File: src/rtl/tt_pkg.sv
package tt_pkg;
  localparam int unsigned TT_CNT_W  = 20;
  localparam int unsigned TT_PER_W  = 12;
  localparam int unsigned TT_PRE_W  = 4;
  localparam int unsigned TT_ADDR_W = 4;
  localparam int unsigned TT_IEN_BIT = 25;
  localparam int unsigned TT_RUN_BIT = 24;
  localparam logic [3:0] TT_OFF_MODE = 4'h0;
  localparam logic [3:0] TT_OFF_STAT = 4'h4;
  localparam logic [3:0] TT_OFF_ACK  = 4'h8;
  localparam logic [3:0] TT_OFF_PEEK = 4'hC;
endpackage

File: src/rtl/tt_prescaler.sv
module tt_prescaler #(
  parameter int unsigned PRE_W = 4
) (
  input  logic clk,
  input  logic rst_n,
  input  logic run,
  output logic tick
);
  generate
    if (PRE_W == 0) begin : g_nodiv
      assign tick = run;
    end else begin : g_div
      logic [PRE_W-1:0] pre_q;
      always_ff @(posedge clk) begin
        if (!rst_n)   pre_q <= '0;
        else if (run) pre_q <= pre_q + 1'b1;
        else          pre_q <= '0;
      end
      assign tick = run && (pre_q == {PRE_W{1'b1}});
    end
  endgenerate
endmodule

File: src/rtl/tt_core.sv
module tt_core #(
  parameter int unsigned CNT_W = 20,
  parameter int unsigned PER_W = 12
) (
  input  logic             clk,
  input  logic             rst_n,
  input  logic             tick,
  input  logic             run_bit,
  input  logic [CNT_W-1:0] limit,
  input  logic             ack,
  output logic             active,
  output logic [CNT_W-1:0] cnt_q,
  output logic [PER_W-1:0] pcnt_q,
  output logic             flag_q
);
  logic wrap;

  assign active = run_bit || (cnt_q != '0);
  assign wrap   = tick && (cnt_q == limit);

  always_ff @(posedge clk) begin
    if (!rst_n) begin
      cnt_q  <= '0;
      pcnt_q <= '0;
      flag_q <= 1'b0;
    end else begin
      if (wrap)      cnt_q <= '0;
      else if (tick) cnt_q <= cnt_q + 1'b1;

      if (wrap)     pcnt_q <= ack ? PER_W'(1) : pcnt_q + 1'b1;
      else if (ack) pcnt_q <= '0;

      if (wrap)     flag_q <= 1'b1;
      else if (ack) flag_q <= 1'b0;
    end
  end
endmodule

File: src/rtl/tt_regs.sv
module tt_regs
  import tt_pkg::*;
#(
  parameter int unsigned ADDR_W = 4,
  parameter int unsigned CNT_W  = 20,
  parameter int unsigned PER_W  = 12,
  localparam int unsigned DATA_W = CNT_W + PER_W
) (
  input  logic              clk,
  input  logic              rst_n,
  input  logic [ADDR_W-1:0] bus_addr,
  input  logic              bus_wr,
  input  logic              bus_rd,
  input  logic [DATA_W-1:0] bus_wdata,
  input  logic [CNT_W-1:0]  cnt,
  input  logic [PER_W-1:0]  pcnt,
  input  logic              flag,
  output logic              mode_run,
  output logic              mode_ien,
  output logic [CNT_W-1:0]  mode_lim,
  output logic              ack_rd,
  output logic [DATA_W-1:0] bus_rdata
);
  logic sel_mode, sel_stat, sel_ack, sel_peek;
  logic [DATA_W-1:0] mode_word, stat_word, cnt_word;
  logic unused_wbits;

  assign sel_mode = (bus_addr == ADDR_W'(TT_OFF_MODE));
  assign sel_stat = (bus_addr == ADDR_W'(TT_OFF_STAT));
  assign sel_ack  = (bus_addr == ADDR_W'(TT_OFF_ACK));
  assign sel_peek = (bus_addr == ADDR_W'(TT_OFF_PEEK));
  assign ack_rd   = bus_rd && sel_ack;
  assign unused_wbits = ^bus_wdata;

  always_ff @(posedge clk) begin
    if (!rst_n) begin
      mode_run <= 1'b0;
      mode_ien <= 1'b0;
      mode_lim <= '0;
    end else if (bus_wr && sel_mode) begin
      mode_run <= bus_wdata[TT_RUN_BIT];
      mode_ien <= bus_wdata[TT_IEN_BIT];
      mode_lim <= bus_wdata[CNT_W-1:0];
    end
  end

  always_comb begin
    mode_word = '0;
    mode_word[CNT_W-1:0] = mode_lim;
    mode_word[TT_RUN_BIT] = mode_run;
    mode_word[TT_IEN_BIT] = mode_ien;
    stat_word = '0;
    stat_word[0] = flag;
    cnt_word = {pcnt, cnt};
  end

  always_comb begin
    bus_rdata = '0;
    if (bus_rd) begin
      if (sel_mode)               bus_rdata = mode_word;
      else if (sel_stat)          bus_rdata = stat_word;
      else if (sel_ack || sel_peek) bus_rdata = cnt_word;
    end
  end
endmodule

File: src/rtl/tick_timer.sv
module tick_timer
  import tt_pkg::*;
#(
  parameter int unsigned ADDR_W = TT_ADDR_W,
  parameter int unsigned CNT_W  = TT_CNT_W,
  parameter int unsigned PER_W  = TT_PER_W,
  parameter int unsigned PRE_W  = TT_PRE_W,
  localparam int unsigned DATA_W = CNT_W + PER_W
) (
  input  logic              clk,
  input  logic              rst_n,
  input  logic [ADDR_W-1:0] bus_addr,
  input  logic              bus_wr,
  input  logic              bus_rd,
  input  logic [DATA_W-1:0] bus_wdata,
  output logic [DATA_W-1:0] bus_rdata,
  output logic              irq_o
);
  logic             tick, active, ack_rd;
  logic             mode_run, mode_ien, flag_q;
  logic [CNT_W-1:0] mode_lim, cnt_q;
  logic [PER_W-1:0] pcnt_q;

  tt_prescaler #(.PRE_W(PRE_W)) pre_i (
    .clk(clk), .rst_n(rst_n), .run(active), .tick(tick)
  );

  tt_core #(.CNT_W(CNT_W), .PER_W(PER_W)) core_i (
    .clk(clk), .rst_n(rst_n), .tick(tick), .run_bit(mode_run),
    .limit(mode_lim), .ack(ack_rd), .active(active),
    .cnt_q(cnt_q), .pcnt_q(pcnt_q), .flag_q(flag_q)
  );

  tt_regs #(.ADDR_W(ADDR_W), .CNT_W(CNT_W), .PER_W(PER_W)) regs_i (
    .clk(clk), .rst_n(rst_n), .bus_addr(bus_addr), .bus_wr(bus_wr),
    .bus_rd(bus_rd), .bus_wdata(bus_wdata), .cnt(cnt_q), .pcnt(pcnt_q),
    .flag(flag_q), .mode_run(mode_run), .mode_ien(mode_ien),
    .mode_lim(mode_lim), .ack_rd(ack_rd), .bus_rdata(bus_rdata)
  );

  assign irq_o = flag_q && mode_ien;
endmodule

File: config.mk
export PLATFORM = sky130hd
export DESIGN_NAME = tick_timer
export DESIGN_NICKNAME = d
export VERILOG_FILES = /design/src/rtl/tt_pkg.sv /design/src/rtl/tt_prescaler.sv /design/src/rtl/tt_core.sv /design/src/rtl/tt_regs.sv /design/src/rtl/tick_timer.sv
export SDC_FILE = /design/constraint.sdc
export NUM_CORES = 1
export LEC_CHECK = 0
export CAP_MARGIN = 10
export CORE_MARGIN = 2
export CORE_UTILIZATION = 25
export DETAILED_ROUTE_END_ITERATION = 12
export GPL_ROUTABILITY_DRIVEN = 1
export GPL_TIMING_DRIVEN = 0
export SLEW_MARGIN = 20
export SYNTH_ARGS = -nofsm -noshare
export SYNTH_HDL_FRONTEND = slang
export SYNTH_SLANG_ARGS = --single-unit
export TNS_END_PERCENT = 20
File: constraint.sdc
create_clock -name clk -period 2.7 [get_ports clk]
set_clock_uncertainty 0.15 [all_clocks]
set_input_delay 0.675 -clock clk [delete_from_list [all_inputs] [get_ports clk]]
set_output_delay 0.675 -clock clk [all_outputs]
set_load 0.02 [all_outputs]
==> run metrics, run 1 <==
Buf/Inv on CP=4; P per Cell Area=491 nW/um2; hold path endpoint=pre_i.g_div.pre_q[0]$_SDFF_PN0_; Syn. warnings=0; fin util=0.350; Slew HR=0.468; Inst Count DP=665; clock sinks=59; root buffer cell=clkbuf_16; post-DP HPWL=7570 um; Fmax=0.364 GHz; Req. time, crit path=1.88 ns; Chip Width=120 um; H-tree lvl count=3; Critical Path, Cell by Cell=buf_2 > nor4_4 > buf_4 > clkbuf_8 > a22oi_1 > nor2b_1 > buf_4; vias per inst=4.92; Setup WS post-layout=-0.0473 ns; RR Startpoint=core_i.cnt_q[1]$_SDFFE_PP0P_; Routed Antenna Nets=0; number of max-cap violations=0; DRC viols=0; failing checks=negative setup slack; final hold viol count=0; Num CTS Buffers=9; EDFF count, synth=0; Final Max Slew Viols=0; Yosys reg bits=59; register area=1180 um2; largest net degree at the start of global routing=11; slowest stage delay, CP=0.29 ns; distinct cell type count after synthesis=37; Die Height=120 um; Initial Utilization=0.254; top_reg_cell synth=dfxtp_1; CP dominant cell by count=buf_4; Syn Std Cell Area=3350 um2; most frequent cells after synthesis=nand2_1, dfxtp_1, clkbuf_1; syn_area_per_cell=7.83 um2; hold_sp=pre_i.g_div.pre_q[0]$_SDFF_PN0_; worst reg2reg setup slack=0.11 ns; num rows=42; # hold bufs at CTS=0; GRT overflow=0; maximum root-to-sink buffer count=2; top-area cell type share of the netlist area=0.352; Seq/Total Area, Yosys=0.352; FILL cells=1386; Via Count=3377; total track usage=0.142; Pre-Repair DR Iteration Count=4; critical path arrival=1.92 ns; Worst-Margin Slew=0.791 ns; initial antenna violation count=0; fin nets=549; routed wl met3=353 um; worst skew pair latency=0.33 ns; # setup viols final=2; kind of critical path=in2out; Synth Net Count=472; max layer used=met4; post-DR wirelength/cell=14.6 um; Post-Syn Instances=428; slowest CP cell=nor4_4; first-pass GRT wire length=16200 um; crit start category=primary input; VDD IR max=0.244 mV; clk slew on worst S/H paths=0.05 ns; most numerous cell in the Yosys netlist=nand2_1; Hold Path Stages=1; status=complete, but fails checks; initial DRC count=192; Post-Layout Cell Count=686; CP endpoint kind=output pin; CTS tree=done; vias in the first global route=3326; Worst Reg-to-Reg Cells=9; layout cells sized above 1=0.165; I/O pins=73; cell family with most CP delay=buffers and inverters; reg2reg end=core_i.cnt_q[14]$_SDFFE_PP0P_; global placement routability congestion=0.889; Leak=0.00170 uW; crit path max fanout=10; area of the multi-input gates=2110 um2; RSZ-0062 raised after global routing=yes; Port Buf Inserts=61; Tmin final=2.75 ns; top post-synthesis cells by area=dfxtp_1, nand2_1, xor2_1; Detailed Route WL=10000 um; Min-Delay Path Class=reg2reg; Layout area overhead=37.7%; routed wl met2=4760 um; core area=13200 um2; DIE AREA=14300 um2; wire length on met1=4620 um; asr flop ratio synth=0; Antenna Cells=0; Period Utilization, post-route=1.02; area leader, netlist=dfxtp_1
flip-flops by register name, indices dropped and copies added (netlist names):
name	flops
core_i.cnt_q	20
core_i.flag_q	1
core_i.pcnt_q	12
pre_i.g_div.pre_q	4
regs_i.mode_ien	1
regs_i.mode_lim	20
regs_i.mode_run	1
worst max-delay path by stage:
stage           startpoint            end  slack, ns  depth (start not counted)
5_1_grt        bus_addr[3]   bus_rdata[8]      -0.07                          7
2_1_floorplan  bus_addr[1]  bus_rdata[13]      -0.07                          5
4_1_cts        bus_addr[2]   bus_rdata[0]      -0.02                          6
3_3_place_gp   bus_addr[3]  bus_rdata[18]      -1.34                          7
6_report       bus_addr[3]   bus_rdata[9]      -0.05                          7
3_5_place_dp   bus_addr[3]   bus_rdata[9]      -1.34                          7
worst register-to-register path, cell delays in order (launching register included):
cell      delay, ns
dfxtp_1        0.33
clkbuf_1       0.37
inv_1          0.10
ha_1           0.21
nor4b_2        0.17
nand3_2        0.20
o211ai_1       0.14
buf_4          0.20
or4_1          0.50
a21oi_1        0.16
what timing repair did:
item                       CTS  global route
setup endpoints to repair   61            57
gates resized for setup    159            26
pin swaps                    3             2
setup buffers                5             0
where the power goes:
part	switching (uW)	internal, uW
combinational	67.3	69.4
clock	394	856
sequential	4.58	876
total	466	1800
area by class of cell:
class                           instances  area share
Clock inverter                          4      0.0157
Sequential cell                        59       0.256
Clock buffer                           12      0.0556
Inverter                               10     0.00813
Buffer                                 32      0.0409
Timing Repair Buffer                   66       0.120
Multi-Input combinational cell        327       0.456
Tap cell                              176      0.0477
placed cells by master, fill, tap and decap left out, types with 4 or more instances in the layout:
cell	n
nand2_1	70
dfxtp_1	59
xor2_1	24
clkdlybuf4s50_1	24
a21boi_0	23
buf_4	21
a22oi_1	21
nor2b_1	19
a21oi_1	18
clkbuf_1	17
nor2_1	13
buf_2	12
nor4_1	12
o21ai_0	12
inv_1	10
and3_1	10
nand3_1	10
clkbuf_2	9
or3_1	9
nor3_1	9
mux2i_1	9
o31ai_1	9
clkbuf_16	9
or4_1	8
clkbuf_8	7
nand4_1	7
nand2b_1	7
ha_1	4
clkdlybuf4s15_2	4
metrics by stage:
step | cell area [um2] | setup TNS (ns) | worst slack, ns | hold WS [ns] | total power, uW
final | 4610 | -0.0510 | -0.0473 | 0.309 | 2270
after global routing | 4610 | -0.381 | -0.0689 | 0.331 | 2330
after CTS | 4560 | -0.0151 | -0.0151 | 0.303 | 2290
after detailed placement | 4200 | -48.41 | -1.34 | 0.294 | 1020
after global placement | 4200 | -47.36 | -1.34 | 0.280 | 1020
after floorplan | 3370 | -0.480 | -0.0685 | 0.268 | 956
routing by layer:
| metal | vias up | track usage |
|---|---|---|
| li1 | 1673 | - |
| met3 | 17 | 0.0233 |
| met2 | 70 | 0.236 |
| met4 | 0 | 0.0721 |
| met5 | - | 0 |
| met1 | 1617 | 0.176 |
logic make-up after synthesis:
| logic type | Yosys count | synth area share |
|---|---|---|
| AND/OR/NAND/NOR | 194 | 0.302 |
| multiplexers | 9 | 0.0269 |
| buffers and inverters | 42 | 0.0482 |
| XOR/XNOR | 26 | 0.0679 |
| adder cells (fa/ha/maj) | 4 | 0.0149 |
| flip-flops | 59 | 0.352 |
| AO/OA/AOI/OAI | 94 | 0.188 |
(Power assumes the default switching activity.)
==> inputs of run 2 (changes only) <==
==> constraint.sdc (replaced) <==
create_clock -name clk -period 2.7 [get_ports clk]
set_clock_uncertainty 0.15 [all_clocks]
set_input_delay 0.27 -clock clk [delete_from_list [all_inputs] [get_ports clk]]
set_output_delay 0.27 -clock clk [all_outputs]
set_load 0.02 [all_outputs]
==> run 2 against run 1 <==
Effect of this change:
- the flow now finishes without violations
- clock power up 5%
- register-to-register slack improved by 0.08 ns
- maximum frequency is 4.1% higher
- power rose by 2.4%
- via count barely moved
- utilization rose by 0.066 points
- global-route usage increased by 0.42 points
- largest cell class unchanged
==> run metrics, run 2 (same netlist as run 1, synthesis figures left out) <==
status=finished clean (was complete, but fails checks); Period Utilization, post-route=0.978 (was 1.02); FILL cells=1370 (was 1386); slowest CP cell=clkdlybuf4s50_1 (was nor4_4); clk slew on worst S/H paths=0.05 ns (about the same); kind of critical path=in2out (unchanged); initial antenna violation count=0 (unchanged); Buf/Inv on CP=3 (was 4); Critical Path, Cell by Cell=clkdlybuf4s50_1 > nor3b_2 > clkbuf_2 > and3_1 > clkdlybuf4s50_1 (was buf_2 > nor4_4 > buf_4 > clkbuf_8 > a22oi_1 > nor2b_1 > buf_4); DIE AREA=14300 um2 (unchanged); Fmax=0.379 GHz (was 0.364 GHz); most used routing layer=met2 (unchanged); final hold viol count=0 (unchanged); root buffer cell=clkbuf_16 (unchanged); CP endpoint kind=output pin (unchanged); VDD IR max=0.250 mV (was 0.244 mV); RSZ-0062 raised after global routing=no (was yes); M1 GR Usage=0.188 (was 0.176); initial DRC count=242 (was 192); num rows=42 (unchanged); Tmin final=2.64 ns (was 2.75 ns); Worst-Margin Slew=0.724 ns (was 0.791 ns); core area=13200 um2 (unchanged); Final Max Slew Viols=0 (unchanged); top flop regs=core_i.cnt_q x20, regs_i.mode_lim x20, core_i.pcnt_q x12 (unchanged); Die Height=120 um (unchanged); Port Buf Inserts=61 (unchanged); Chip Width=120 um (unchanged); Antenna Cells=0 (unchanged); clock sinks=59 (unchanged); cell family with most CP delay=buffers and inverters (unchanged); most frequent cells in the layout=nand2_1, dfxtp_1, clkdlybuf4s50_1, xor2_1, a21boi_0 (was nand2_1, dfxtp_1, xor2_1, clkdlybuf4s50_1, a21boi_0); fin nets=546 (was 549); CTS tree=done (unchanged); Req. time, crit path=2.28 ns (was 1.88 ns); layout cells sized above 1=0.0927 (was 0.165); CP dominant cell by count=clkdlybuf4s50_1 (was buf_4); number of max-cap violations=0 (unchanged); Min-Delay Path Class=in2reg (was reg2reg); largest net degree at the start of global routing=12 (was 11); slowest stage delay, CP=0.61 ns (was 0.29 ns); I/O pins=73 (unchanged); total track usage=0.146 (was 0.142); crit start category=primary input (unchanged); worst skew pair latency=0.33 ns (about the same); H-tree lvl count=3 (unchanged); post-DR wirelength/cell=14.9 um (was 14.6 um); P per Cell Area=502 nW/um2 (was 491 nW/um2); total power=2320 uW (was 2270 uW); Detailed Route WL=10200 um (was 10000 um); commonest non-fill, non-tap cell in the layout=nand2_1 (unchanged); Leak=0.00175 uW (was 0.00170 uW); Final TNS setup=0 ns (was -0.0510 ns); Pre-Repair DR Iteration Count=4 (unchanged); Slew HR=0.513 (was 0.468); Layout area overhead=37.9% (was 37.7%); Via Count=3374 (was 3377); post-DP HPWL=7730 um (was 7570 um); DRC viols=0 (unchanged); GRT overflow=0 (unchanged); vias per inst=4.94 (was 4.92); # setup viols final=0 (was 2); met2 Resource Use GR=0.241 (was 0.236); Routed Antenna Nets=0 (unchanged); Num CTS Buffers=9 (unchanged); met3 Usage GRT=0.0257 (was 0.0233); global placement routability congestion=0.909 (was 0.889); Initial Utilization=0.254 (unchanged); critical path arrival=2.22 ns (was 1.92 ns); first-pass GRT wire length=16600 um (was 16200 um); crit path max fanout=10 (unchanged); maximum root-to-sink buffer count=2 (unchanged); vias in the first global route=3322 (was 3326)
[run 2: worst paths after layout]
| path | start | endpoint | slack, ns | cells after the start |
|---|---|---|---|---|
| setup / recovery | bus_addr[3] | bus_rdata[20] | 0.06 | 5 |
| hold / removal | rst_n | regs_i.mode_run$_SDFFE_PN0P_ | 0.29 | 2 |
| setup reg to reg | core_i.cnt_q[0]$_SDFFE_PP0P_ | core_i.cnt_q[16]$_SDFFE_PP0P_ | 0.19 | 9 |
| hold reg to reg | pre_i.g_div.pre_q[0]$_SDFF_PN0_ | pre_i.g_div.pre_q[0]$_SDFF_PN0_ | 0.30 | 1 |
[run 2: where the power goes]
part,switching [uW],internal (uW)
logic,64.9,65.9
clock network,408,902
registers,4.53,876
total,477,1840
[run 2: routing by layer]
layer / share of wire / vias up / routed length (um)
li1: - / 1659 / -
met1: 0.45 / 1597 / 4560
met2: 0.48 / 103 / 4900
met3: 0.046 / 15 / 469
met4: 0.025 / 0 / 252
met5: 0 / - / 0
[run 2: stage by stage]
step / hold WS [ns] / setup slack (ns) / cells / cell area [um2] / utilization
2_1_floorplan: 0.265 / 0.492 / 428 / 3350 / -
6_report: 0.285 / 0.0601 / 683 / 4620 / 0.351
3_3_place_gp: 0.279 / -0.660 / 665 / 4180 / 0.317
4_1_cts: 0.273 / -0.162 / 682 / 4560 / 0.346
5_1_grt: 0.302 / 0.0111 / 683 / 4620 / 0.351
3_5_place_dp: 0.293 / -0.689 / 665 / 4180 / 0.317
[run 2: layout make-up]
class / count / area [um2] / share of cell area
multi-input combinational: 327 / 2090 / 0.452
sequential: 59 / 1180 / 0.255
timing repair buffer: 63 / 599 / 0.130
clock buffer: 10 / 229 / 0.0495
tap: 176 / 220 / 0.0476
buffer: 32 / 154 / 0.0333
clock inverter: 6 / 114 / 0.0246
inverter: 10 / 37.5 / 0.00812
[run 2: timing repair]
item,4_1_cts,5_1_grt
resized for setup,40,27
pin swaps,2,3
hold buffers,0,0
setup buffers,1,1
setup endpoints to repair,52,36
==> inputs of run 3 (changes only) <==
--- a/config.mk
+++ b/config.mk
@@ -11,6 +11,7 @@
 export DETAILED_ROUTE_END_ITERATION = 12
 export GPL_ROUTABILITY_DRIVEN = 1
 export GPL_TIMING_DRIVEN = 0
+export PLACE_DENSITY_LB_ADDON = 0.3
 export SLEW_MARGIN = 20
 export SYNTH_ARGS = -nofsm -noshare
 export SYNTH_HDL_FRONTEND = slang
==> run 3 against run 2 <==
Effect of this change:
- non-clock buffer count rose by 1
- sequential power about the same
- highest routed layer unchanged
- first-iteration DRC count shrank 4.1%
- cell count up 0.15%
- utilization is 0.34 points lower
- routed wire length decreased by 0.14%
- largest power group unchanged
- clock power shrank 15%
==> run metrics, run 3 (same netlist as run 1, synthesis figures left out) <==
Detailed Route WL=10200 um (about the same); DIE AREA=14300 um2 (unchanged); number of max-cap violations=0 (unchanged); Worst Reg-to-Reg Cells=9 (unchanged); vias per inst=4.91 (was 4.94); Leak=0.00176 uW (was 0.00175 uW); Layout area overhead=36.6% (was 37.9%); Num CTS Buffers=9 (unchanged); kind of critical path=in2out (unchanged); Final Max Slew Viols=0 (unchanged); post-DR wirelength/cell=14.9 um (about the same); first-pass GRT wire length=16600 um (about the same); status=finished clean (unchanged); clk slew on worst S/H paths=0.05 ns (about the same); FILL cells=1391 (was 1370); # setup viols final=0 (unchanged); Die Height=120 um (unchanged); layout cells sized above 1=0.0906 (was 0.0927); largest net degree at the start of global routing=11 (was 12); Routed Antenna Nets=0 (unchanged); crit start category=primary input (unchanged); GRT overflow=0 (unchanged); vias in the first global route=3272 (was 3322); DRC viols=0 (unchanged); Tmin final=2.61 ns (was 2.64 ns); Chip Width=120 um (unchanged); top flop regs=core_i.cnt_q x20, regs_i.mode_lim x20, core_i.pcnt_q x12 (unchanged); total power=2140 uW (was 2320 uW); Worst-Margin Slew=0.553 ns (was 0.724 ns); critical path startpoint=bus_addr[3] (unchanged); post-DP HPWL=7660 um (was 7730 um); commonest non-fill, non-tap cell in the layout=nand2_1 (unchanged); num rows=42 (unchanged); I/O pins=73 (unchanged); initial antenna violation count=0 (unchanged); VDD IR max=0.220 mV (was 0.250 mV); Fmax=0.384 GHz (was 0.379 GHz); clock sinks=59 (unchanged); global placement routability congestion=0.852 (was 0.909); Area after DPL=4180 um2 (unchanged); most frequent cells in the layout=nand2_1, dfxtp_1, clkdlybuf4s50_1, xor2_1, a21boi_0 (unchanged); worst skew pair latency=0.33 ns (about the same); core area=13200 um2 (unchanged); Period Utilization, post-route=0.965 (was 0.978); Buf/Inv on CP=3 (unchanged); Place WS=-0.708 ns (was -0.689 ns); RSZ-0062 raised after global routing=no (unchanged); Inst Count DP=665 (unchanged); root buffer cell=clkbuf_16 (unchanged); Slew HR=0.628 (was 0.513); Min-Delay Path Class=in2reg (unchanged); worst reg2reg setup slack=0.19 ns (about the same); register area=1180 um2 (unchanged); Initial Utilization=0.254 (unchanged); H-tree lvl count=3 (unchanged); CP endpoint kind=output pin (unchanged); Antenna Cells=0 (unchanged); Pre-Repair DR Iteration Count=5 (was 4); CTS tree=done (unchanged); reg2reg end=core_i.cnt_q[16]$_SDFFE_PP0P_ (unchanged); Critical Path, Cell by Cell=clkdlybuf4s50_1 > nor3b_2 > buf_2 > and3_1 > clkdlybuf4s50_1 (was clkdlybuf4s50_1 > nor3b_2 > clkbuf_2 > and3_1 > clkdlybuf4s50_1); # hold bufs at CTS=0 (unchanged); final instance area=4580 um2 (was 4620 um2); slowest CP cell=clkdlybuf4s50_1 (unchanged); slowest stage delay, CP=0.61 ns (about the same); Via Count=3359 (was 3374); Req. time, crit path=2.28 ns (about the same); maximum root-to-sink buffer count=2 (unchanged); P per Cell Area=467 nW/um2 (was 502 nW/um2); CP dominant cell by count=clkdlybuf4s50_1 (unchanged); crit path max fanout=10 (unchanged); Setup WS post-layout=0.0946 ns (was 0.0601 ns); fin nets=547 (was 546); critical path depth=5 (unchanged); RR Startpoint=core_i.cnt_q[1]$_SDFFE_PP0P_ (was core_i.cnt_q[0]$_SDFFE_PP0P_); Final TNS setup=0 ns (unchanged); Port Buf Inserts=61 (unchanged); area of the multi-input gates=2070 um2 (was 2090 um2); final hold viol count=0 (unchanged); Setup crit end=bus_rdata[21] (was bus_rdata[20]); cell family with most CP delay=buffers and inverters (unchanged); critical path arrival=2.19 ns (was 2.22 ns); total track usage=0.146 (about the same); initial DRC count=232 (was 242); Post-Layout Cell Count=684 (was 683)
-- run 3: cell types whose count changed in the layout (fill, tap and decap cells not counted), sizes merged, moves of 2 or more --
cell    delta
clkbuf     -2
buf        +2
bufinv     -2
clkinv     +2
-- run 3: repair_timing --
action                     in CTS  in global routing
gates cloned                    0                  0
gates resized for setup        45                 17
buffers inserted                2                  1
pin swaps                       2                  1
setup endpoints to repair      53                 41
-- run 3: metrics by stage --
stage,hold slack [ns],util
after global routing,0.301,0.347
final,0.269,0.347
after detailed placement,0.299,0.317
after global placement,0.280,0.317
after floorplan,0.265,-
after CTS,0.256,0.343
-- run 3: worst min path at each step --
stage,startpoint,depth (start not counted),end
2_1_floorplan,bus_wdata[25],2,regs_i.mode_ien$_SDFFE_PN0P_
3_3_place_gp,pre_i.g_div.pre_q[0]$_SDFF_PN0_,1,pre_i.g_div.pre_q[0]$_SDFF_PN0_
3_5_place_dp,core_i.pcnt_q[6]$_SDFFE_PN0P_,2,core_i.pcnt_q[6]$_SDFFE_PN0P_
4_1_cts,rst_n,2,regs_i.mode_lim[2]$_SDFFE_PN0P_
5_1_grt,rst_n,2,regs_i.mode_lim[1]$_SDFFE_PN0P_
6_report,rst_n,2,regs_i.mode_lim[2]$_SDFFE_PN0P_
-- run 3: routing by layer --
| metal | wire length [um] | track usage | share of wire | vias up |
|---|---|---|---|---|
| met4 | 261 | 0.0640 | 0.026 | 0 |
| met5 | 0 | 0 | 0 | - |
| met1 | 4850 | 0.190 | 0.48 | 1590 |
| met3 | 326 | 0.0295 | 0.032 | 20 |
| li1 | - | - | - | 1676 |
| met2 | 4740 | 0.235 | 0.47 | 73 |
-- run 3: area by class of cell --
| class | count | share of cell area |
|---|---|---|
| Buffer | 32 | 0.0342 |
| Clock buffer | 11 | 0.0530 |
| Clock inverter | 5 | 0.0115 |
| Inverter | 10 | 0.00820 |
| Multi-Input combinational cell | 327 | 0.452 |
| Sequential cell | 59 | 0.258 |
| Tap cell | 176 | 0.0481 |
| Timing Repair Buffer | 64 | 0.135 |
-- run 3: power breakdown --
group / leakage, uW / switching, uW / internal, uW / total, uW
Combinational: 0.00114 / 65.8 / 66.9 / 133
Sequential: 0.000475 / 4.54 / 876 / 881
Clock: 0.000145 / 390 / 733 / 1120
Total: 0.00176 / 460 / 1680 / 2140
